File: src/rtl/dphy_pwr_pkg.sv
package dphy_pwr_pkg;

   typedef enum logic [2:0] {
      SEQ_OFF       = 3'd0,
      SEQ_CLEAR     = 3'd1,
      SEQ_TCLR_HI   = 3'd2,
      SEQ_TCLR_LO   = 3'd3,
      SEQ_WAIT_LOCK = 3'd4,
      SEQ_WAIT_STOP = 3'd5,
      SEQ_DONE      = 3'd6
   } seq_state_e;

   typedef struct packed {
      logic force_pll;
      logic clk_en;
      logic reset_n;
      logic shutdown_n;
   } phy_ctrl_t;

   localparam logic SEL_CTRL  = 1'b0;
   localparam logic SEL_IFCFG = 1'b1;

   localparam logic [3:0] CTRL_ALL_ON = 4'hF;

endpackage

File: src/rtl/dphy_pwr_sync.sv
module dphy_pwr_sync #(
   parameter int unsigned STAGES = 2
) (
   input  logic clk,
   input  logic rst_n,
   input  logic d,
   output logic q
);

   if (STAGES > 8) begin : g_bad_stages
      $error("dphy_pwr_sync: STAGES must be 0 to 8");
   end

   if (STAGES == 0) begin : g_bypass
      logic unused_clk_rst;
      assign unused_clk_rst = clk ^ rst_n;
      assign q = d;
   end else begin : g_chain
      logic [STAGES-1:0] sr;
      always_ff @(posedge clk or negedge rst_n) begin
         if (!rst_n) begin
            sr <= '0;
         end else begin
            sr[0] <= d;
            for (int i = 1; i < int'(STAGES); i++) begin
               sr[i] <= sr[i-1];
            end
         end
      end
      assign q = sr[STAGES-1];
   end

endmodule

File: src/rtl/dphy_pwr_timer.sv
module dphy_pwr_timer #(
   parameter int unsigned LIMIT = 10000
) (
   input  logic clk,
   input  logic rst_n,
   input  logic load,
   input  logic dec,
   output logic zero
);

   localparam int unsigned CW = (LIMIT > 1) ? $clog2(LIMIT) : 1;
   localparam logic [CW-1:0] CNT_TOP = CW'(LIMIT - 1);

   if (LIMIT < 1) begin : g_bad_limit
      $error("dphy_pwr_timer: LIMIT must be at least 1");
   end

   logic [CW-1:0] cnt;

   always_ff @(posedge clk or negedge rst_n) begin
      if (!rst_n) begin
         cnt <= CNT_TOP;
      end else if (load) begin
         cnt <= CNT_TOP;
      end else if (dec && (cnt != '0)) begin
         cnt <= cnt - 1'b1;
      end
   end

   assign zero = (cnt == '0);

   AST_TMR_RANGE: assert property (@(posedge clk) disable iff (!rst_n)
      cnt <= CNT_TOP);

   AST_TMR_RELOAD: assert property (@(posedge clk) disable iff (!rst_n)
      load |=> (cnt == CNT_TOP));

endmodule

File: src/rtl/dphy_pwr_cfg.sv
module dphy_pwr_cfg #(
   parameter int unsigned LANE_W    = 2,
   parameter int unsigned STOP_W    = 8,
   parameter int unsigned MAX_LANES = 4,
   localparam int unsigned DATA_W   = 8 + STOP_W
) (
   input  logic              clk,
   input  logic              rst_n,
   input  logic              wr_en,
   input  logic [DATA_W-1:0] wdata,
   output logic [LANE_W-1:0] lanes_m1,
   output logic [STOP_W-1:0] stop_wait
);

   localparam logic [LANE_W:0] LANE_LIMIT = (LANE_W + 1)'(MAX_LANES);

   if (LANE_W < 1 || LANE_W > 8) begin : g_bad_lane_w
      $error("dphy_pwr_cfg: LANE_W must be 1 to 8");
   end
   if (MAX_LANES < 1 || MAX_LANES > (1 << LANE_W)) begin : g_bad_lanes
      $error("dphy_pwr_cfg: MAX_LANES out of range for LANE_W");
   end

   logic [LANE_W-1:0] lane_req;
   logic              lane_ok;
   logic [DATA_W-1:0] unused_bits;

   assign lane_req    = wdata[LANE_W-1:0];
   assign lane_ok     = ({1'b0, lane_req} < LANE_LIMIT);
   assign unused_bits = wdata & {{STOP_W{1'b0}}, {(8 - LANE_W){1'b1}}, {LANE_W{1'b0}}};

   always_ff @(posedge clk or negedge rst_n) begin
      if (!rst_n) begin
         lanes_m1  <= '0;
         stop_wait <= '0;
      end else if (wr_en) begin
         stop_wait <= wdata[8 +: STOP_W];
         if (lane_ok) begin
            lanes_m1 <= lane_req;
         end
      end
   end

   AST_LANE_LIMIT: assert property (@(posedge clk) disable iff (!rst_n)
      {1'b0, lanes_m1} < LANE_LIMIT);

   AST_LANE_KEEP: assert property (@(posedge clk) disable iff (!rst_n)
      (wr_en && !lane_ok) |=> $stable(lanes_m1));

endmodule

File: src/rtl/dphy_pwr_fsm.sv
module dphy_pwr_fsm
   import dphy_pwr_pkg::*;
#(
   parameter int unsigned TCLR_CYCLES = 2
) (
   input  logic      clk,
   input  logic      rst_n,
   input  logic      start,
   input  logic      abort,
   input  logic      lock_s,
   input  logic      stop_s,
   input  logic      tmr_zero,
   output logic      tmr_load,
   output logic      tmr_dec,
   output phy_ctrl_t ctrl,
   output logic      test_clr,
   output logic      lock_to,
   output logic      stop_to,
   output logic      ready
);

   localparam int unsigned PW = (TCLR_CYCLES > 1) ? $clog2(TCLR_CYCLES) : 1;
   localparam logic [PW-1:0] PULSE_TOP = PW'(TCLR_CYCLES - 1);

   if (TCLR_CYCLES < 1) begin : g_bad_tclr
      $error("dphy_pwr_fsm: TCLR_CYCLES must be at least 1");
   end

   seq_state_e st, nxt;
   logic [PW-1:0] pcnt;
   logic released;

   always_comb begin
      nxt = st;
      unique case (st)
         SEQ_OFF:       if (start) nxt = SEQ_CLEAR;
         SEQ_CLEAR:     nxt = SEQ_TCLR_HI;
         SEQ_TCLR_HI:   if (pcnt == '0) nxt = SEQ_TCLR_LO;
         SEQ_TCLR_LO:   nxt = SEQ_WAIT_LOCK;
         SEQ_WAIT_LOCK: if (lock_s || tmr_zero) nxt = SEQ_WAIT_STOP;
         SEQ_WAIT_STOP: if (stop_s || tmr_zero) nxt = SEQ_DONE;
         SEQ_DONE:      nxt = SEQ_DONE;
         default:       nxt = SEQ_OFF;
      endcase
      if (abort) nxt = SEQ_OFF;
   end

   always_ff @(posedge clk or negedge rst_n) begin
      if (!rst_n) begin
         st <= SEQ_OFF;
      end else begin
         st <= nxt;
      end
   end

   always_ff @(posedge clk or negedge rst_n) begin
      if (!rst_n) begin
         pcnt <= PULSE_TOP;
      end else if (st != SEQ_TCLR_HI) begin
         pcnt <= PULSE_TOP;
      end else if (pcnt != '0) begin
         pcnt <= pcnt - 1'b1;
      end
   end

   always_ff @(posedge clk or negedge rst_n) begin
      if (!rst_n) begin
         lock_to <= 1'b0;
         stop_to <= 1'b0;
      end else if ((st == SEQ_OFF) && start && !abort) begin
         lock_to <= 1'b0;
         stop_to <= 1'b0;
      end else begin
         if ((st == SEQ_WAIT_LOCK) && !lock_s && tmr_zero && !abort) lock_to <= 1'b1;
         if ((st == SEQ_WAIT_STOP) && !stop_s && tmr_zero && !abort) stop_to <= 1'b1;
      end
   end

   assign tmr_load = (nxt != st);
   assign tmr_dec  = !tmr_load && ((st == SEQ_WAIT_LOCK) || (st == SEQ_WAIT_STOP));
   assign released = (st == SEQ_WAIT_LOCK) || (st == SEQ_WAIT_STOP) || (st == SEQ_DONE);

   assign ctrl.shutdown_n = released;
   assign ctrl.reset_n    = released;
   assign ctrl.clk_en     = released;
   assign ctrl.force_pll  = released;
   assign test_clr        = (st == SEQ_TCLR_HI);
   assign ready           = (st == SEQ_DONE) && !lock_to && !stop_to;

   AST_TO_STICKY: assert property (@(posedge clk) disable iff (!rst_n)
      (lock_to && !start) |=> lock_to);

   AST_STOP_STICKY: assert property (@(posedge clk) disable iff (!rst_n)
      (stop_to && !start) |=> stop_to);

   AST_TCLR_HELD_OFF: assert property (@(posedge clk) disable iff (!rst_n)
      test_clr |-> !ctrl.shutdown_n);

   AST_READY_RELEASED: assert property (@(posedge clk) disable iff (!rst_n)
      ready |-> (ctrl.shutdown_n && !test_clr));

endmodule

File: src/rtl/dphy_pwr_seq.sv
module dphy_pwr_seq
   import dphy_pwr_pkg::*;
#(
   parameter int unsigned CYC_PER_MS  = 1000,
   parameter int unsigned TIMEOUT_MS  = 10,
   parameter int unsigned TCLR_CYCLES = 2,
   parameter int unsigned SYNC_STAGES = 2,
   parameter int unsigned MAX_LANES   = 4
) (
   input  logic        clk,
   input  logic        rst_n,
   input  logic        reg_we,
   input  logic        reg_sel,
   input  logic [15:0] reg_wdata,
   input  logic        phy_lock_i,
   input  logic        phy_stopclk_i,
   output logic        phy_shutdown_n,
   output logic        phy_reset_n,
   output logic        phy_clk_en,
   output logic        phy_force_pll,
   output logic        phy_test_clr,
   output logic [1:0]  if_lanes_m1,
   output logic [7:0]  if_stop_wait,
   output logic [3:0]  stat_word,
   output logic        lock_timeout,
   output logic        stop_timeout,
   output logic        seq_ready
);

   localparam int unsigned LANE_W = 2;
   localparam int unsigned STOP_W = 8;
   localparam int unsigned LIMIT  = CYC_PER_MS * TIMEOUT_MS;

   if (CYC_PER_MS < 1 || TIMEOUT_MS < 1) begin : g_bad_timeout
      $error("dphy_pwr_seq: timeout parameters must be at least 1");
   end

   logic      lock_s, stop_s;
   logic      ctrl_wr, cfg_wr, start, abort;
   logic      tmr_load, tmr_dec, tmr_zero;
   phy_ctrl_t ctrl;

   assign ctrl_wr = reg_we && (reg_sel == SEL_CTRL);
   assign cfg_wr  = reg_we && (reg_sel == SEL_IFCFG);
   assign start   = ctrl_wr && (reg_wdata[3:0] == CTRL_ALL_ON);
   assign abort   = ctrl_wr && !reg_wdata[0];

   dphy_pwr_sync #(.STAGES(SYNC_STAGES)) u_sync_lock (
      .clk(clk), .rst_n(rst_n), .d(phy_lock_i), .q(lock_s)
   );

   dphy_pwr_sync #(.STAGES(SYNC_STAGES)) u_sync_stop (
      .clk(clk), .rst_n(rst_n), .d(phy_stopclk_i), .q(stop_s)
   );

   dphy_pwr_timer #(.LIMIT(LIMIT)) u_timer (
      .clk(clk), .rst_n(rst_n), .load(tmr_load), .dec(tmr_dec), .zero(tmr_zero)
   );

   dphy_pwr_cfg #(
      .LANE_W(LANE_W), .STOP_W(STOP_W), .MAX_LANES(MAX_LANES)
   ) u_cfg (
      .clk(clk), .rst_n(rst_n), .wr_en(cfg_wr), .wdata(reg_wdata),
      .lanes_m1(if_lanes_m1), .stop_wait(if_stop_wait)
   );

   dphy_pwr_fsm #(.TCLR_CYCLES(TCLR_CYCLES)) u_fsm (
      .clk(clk), .rst_n(rst_n), .start(start), .abort(abort),
      .lock_s(lock_s), .stop_s(stop_s), .tmr_zero(tmr_zero),
      .tmr_load(tmr_load), .tmr_dec(tmr_dec), .ctrl(ctrl),
      .test_clr(phy_test_clr), .lock_to(lock_timeout),
      .stop_to(stop_timeout), .ready(seq_ready)
   );

   assign phy_shutdown_n = ctrl.shutdown_n;
   assign phy_reset_n    = ctrl.reset_n;
   assign phy_clk_en     = ctrl.clk_en;
   assign phy_force_pll  = ctrl.force_pll;
   assign stat_word      = {1'b0, stop_s, 1'b0, lock_s};

   AST_ABORT_OFF: assert property (@(posedge clk) disable iff (!rst_n)
      abort |=> (!phy_shutdown_n && !phy_test_clr && !seq_ready));

   AST_RELEASE_TOGETHER: assert property (@(posedge clk) disable iff (!rst_n)
      $rose(phy_shutdown_n) |-> (phy_reset_n && phy_clk_en && phy_force_pll));

   AST_RELEASE_AFTER_TCLR: assert property (@(posedge clk) disable iff (!rst_n)
      $rose(phy_shutdown_n) |-> !phy_test_clr);

endmodule

File: config.mk
export PLATFORM = sky130hd
export DESIGN_NAME = dphy_pwr_seq
export DESIGN_NICKNAME = d
export VERILOG_FILES = /design/src/rtl/dphy_pwr_pkg.sv /design/src/rtl/dphy_pwr_sync.sv /design/src/rtl/dphy_pwr_timer.sv /design/src/rtl/dphy_pwr_cfg.sv /design/src/rtl/dphy_pwr_fsm.sv /design/src/rtl/dphy_pwr_seq.sv
export SDC_FILE = /design/constraint.sdc
export NUM_CORES = 1
export LEC_CHECK = 0
export BUFFER_PORTS_ARGS = -buffer_cell sky130_fd_sc_hd__buf_2
export CAP_MARGIN = 20
export CORE_ASPECT_RATIO = 2
export CORE_MARGIN = 2
export CORE_UTILIZATION = 56
export CTS_CLUSTER_DIAMETER = 60
export CTS_CLUSTER_SIZE = 14
export DETAILED_ROUTE_END_ITERATION = 8
export GPL_ROUTABILITY_DRIVEN = 0
export PLACE_DENSITY = 0.84
export SLEW_MARGIN = 5
export SYNTH_ARGS = -nofsm -noshare
export SYNTH_HDL_FRONTEND = slang
export SYNTH_SLANG_ARGS = --single-unit
File: constraint.sdc
create_clock -name clk -period 7.77 [get_ports clk]
set_input_delay 0.3885 -clock clk [delete_from_list [all_inputs] [get_ports clk]]
set_output_delay 0.3885 -clock clk [all_outputs]
set_load 0.01 [all_outputs]
==> results.json <==
{
  "via_per_inst": 5.885,
  "layout-drive-gt1-share": 0.3850,
  "synth.most_common_cell": "dfrtp_1",
  "met1_usage": 0.2032,
  "cts_made_buffers": 5,
  "pwr-share-comb": 0.280,
  "hpwl_mm": 2.574,
  "rows": 28,
  "die_area_sq_um": 3482,
  "total_power_w": 0.0005034,
  "setup_viol": 0,
  "cp_slowest_stage_delay_ns": 0.72,
  "cts_tree": "done",
  "tns_ns": 0,
  "grt_overflow": 0,
  "area_growth_pct": 14.22,
  "worst_pin_slew_ns": 0.8561,
  "vias": 1277,
  "vdd_drop_max_mv": 0.1805,
  "cts.repair.resized": 0,
  "die_h_um": 81.47,
  "worstRegToRegCells": 6,
  "post_synth_num_cell_types": 41,
  "grt_pass1_vias": 1340,
  "p_sw_w": 0.0001684,
  "post_cts_buffers": 0,
  "drt_iter0_drc": 29,
  "grt_pass1_wl_mm": 5.575,
  "critPathKind": "reg -> reg",
  "clockRootBuffer": "clkbuf_8",
  "hold_buffers": 0,
  "synth.area.top_cells": "dfrtp_1 (37%), dfstp_2 (14%), mux2_2 (6.7%)",
  "slew_headroom": 0.4280,
  "synth_edf_count": 0,
  "drtAntennaViolNets": 0,
  "crit_path_cell_trace": "or4_1, nor4_1, and3_1, o41ai_2, buf_2, a21boi_0",
  "grt_max_degree": 35,
  "cts_sinks": 34,
  "wirelength_mm": 3.364,
  "fin_crit_sh": 0.3527,
  "timing.fmax_ghz": 0.3649,
  "critPathRequiredTime_ns": 7.93,
  "ys_warn_count": 0,
  "yosysTopAreaCell": "dfrtp_1",
  "path_clk_slew_ns": 0.07,
  "start_kind": "flop",
  "final.min_clock_period_ns": 2.741,
  "synth.avg_cell_area_sq_um": 11.13,
  "portBuffers": 37,
  "synth_seq_area_share": 0.5130,
  "synth_common_cells": "dfrtp_1 (25), nand2_1 (13), nor2_1 (11)",
  "ys_async_sr_fraction": 1.000,
  "grtUsageTotal": 0.2199,
  "slew_violations": 0,
  "powerDensity_nw_per_um2": 262.3,
  "drcViolationCount": 0,
  "endpoint_kind": "flop",
  "status": "completed",
  "cts_buffer_depth": 2,
  "dpl.cell_count": 208,
  "worst_clock_skew_ns": 0.005452,
  "dieWidth_um": 42.74,
  "wl_per_cell_um": 15.50,
  "crit_arrival_ns": 2.90,
  "leakagePower_nw": 0.8896,
  "swShare": 0.3346,
  "critPathSlowestCell": "nor4_1",
  "n_antenna_cell": 0,
  "synth_top_area_frac": 0.3723,
  "core_area_sq_um": 2908,
  "hp-class": "in -> async",
  "h-tree-depth": 2,
  "seqPwrFrac": 0.453,
  "clk_latency_ns": 0.29,
  "synth_flop_cell": "dfrtp_1",
  "initial_core_util": 0.5779,
  "maxCapViolCount": 0,
  "rsz0062_at_grt": "no",
  "antenna_found_initial": 0,
  "hold_viol_final": 0,
  "power.internal_w": 0.0003349,
  "final_nets": 210,
  "grt-busiest-layer": "met2",
  "boundaryPins": 44,
  "cp_max_fo": 9,
  "fin_cells": 217,
  "clkPwrFrac": 0.267,
  "synthCells": 151,
  "grtUsageMet2": 0.4061,
  "syn-cell-area_sq_um": 1680,
  "ys_ff_latch": 34,
  "whs_ns": 0.1484,
  "drt-pass1-iter-count": 4,
  "use_met3": 0.04396,
  "fin_util": 0.6601
}
-- power groups by stage --
| stage | Sequential (W) | Combinational, W | Clock, W |
|---|---|---|---|
| 2_1_floorplan | 0.000225 | 0.000110 | 0 |
| 3_3_place_gp | 0.000228 | 0.000132 | 0 |
| 3_5_place_dp | 0.000231 | 0.000139 | 0 |
| 4_1_cts | 0.000228 | 0.000139 | 0.000136 |
| 5_1_grt | 0.000233 | 0.000158 | 0.000141 |
| 6_report | 0.000228 | 0.000141 | 0.000134 |
-- cells by family after synthesis --
| kind of cell | after synthesis | share of synthesized area |
|---|---|---|
| simple gates | 63 | 0.2063 |
| xor+xnor | 12 | 0.06255 |
| fa+ha+maj | 2 | 0.01489 |
| mux | 10 | 0.06702 |
| other cells | 1 | 0.002232 |
| flops | 34 | 0.5130 |
| buf+inv | 16 | 0.06105 |
| compound gates | 13 | 0.07298 |
-- cells in the final DEF, fill, tap and decap left out, drive strengths merged, types with 7 or more instances in the layout --
cell type  Yosys  layout
xnor2          7       7
clkbuf         1       7
nor2          11      11
nand2         13      13
mux2          10      10
and2           7       7
dfrtp         25      25
buf           10      38
dfstp          9       9
-- stage by stage --
| stage | cell area, sq um | setup WS, ns |
|---|---|---|
| after floorplan | 1684 | 5.327 |
| after global placement | 1823 | 5.186 |
| after global routing | 1919 | 4.943 |
| after detailed placement | 1823 | 5.168 |
| after CTS | 1914 | 5.111 |
| final | 1919 | 5.029 |
-- critical path, delay by kind of cell (launching register included) --
family                 cells  cell delay (ns)
DFF                        1             0.43
AOI/OAI and AO/OA          2             0.26
and+or+nand+nor            3             1.68
buffers and inverters      1             0.24
-- layer usage --
layer,routed length [um],vias to the layer above
li1,-,592
met1,1117,607
met2,1920,58
met3,168,20
met4,158,0
met5,0,-
-- sequential cells by signal, summed over array words and instances, names as in the netlist --
register,cells
u_timer.cnt,14
u_cfg.stop_wait,8
u_fsm.st,3
u_cfg.lanes_m1,2
u_sync_lock.g_chain.sr,2
u_sync_stop.g_chain.sr,2
u_fsm.lock_to,1
u_fsm.pcnt,1
u_fsm.stop_to,1
-- path summary, 6_finish.rpt --
path	to	slack [ns]	from
worst max-delay path	u_timer.cnt[4]	5.03	u_timer.cnt[5]
worst min-delay path	u_timer.cnt[12]	0.15	rst_n
worst max register to register	u_timer.cnt[4]	5.03	u_timer.cnt[5]
worst min register to register	u_sync_lock.g_chain.sr[1]	0.35	u_sync_lock.g_chain.sr[0]
max in group asynchronous	u_cfg.stop_wait[7]	7.15	rst_n
min in group clk	u_sync_lock.g_chain.sr[0]	0.20	phy_lock_i
-- final cells by class --
cell class,instances,area (sq um)
fill,230,988.4
sequential,34,862.1
multi-input combinational,102,719.4
timing repair buffer,38,190.2
clock buffer,7,86.33
tap,30,37.54
inverter,5,18.77
clock inverter,1,5.005
Power figures use the tool's default switching activity.
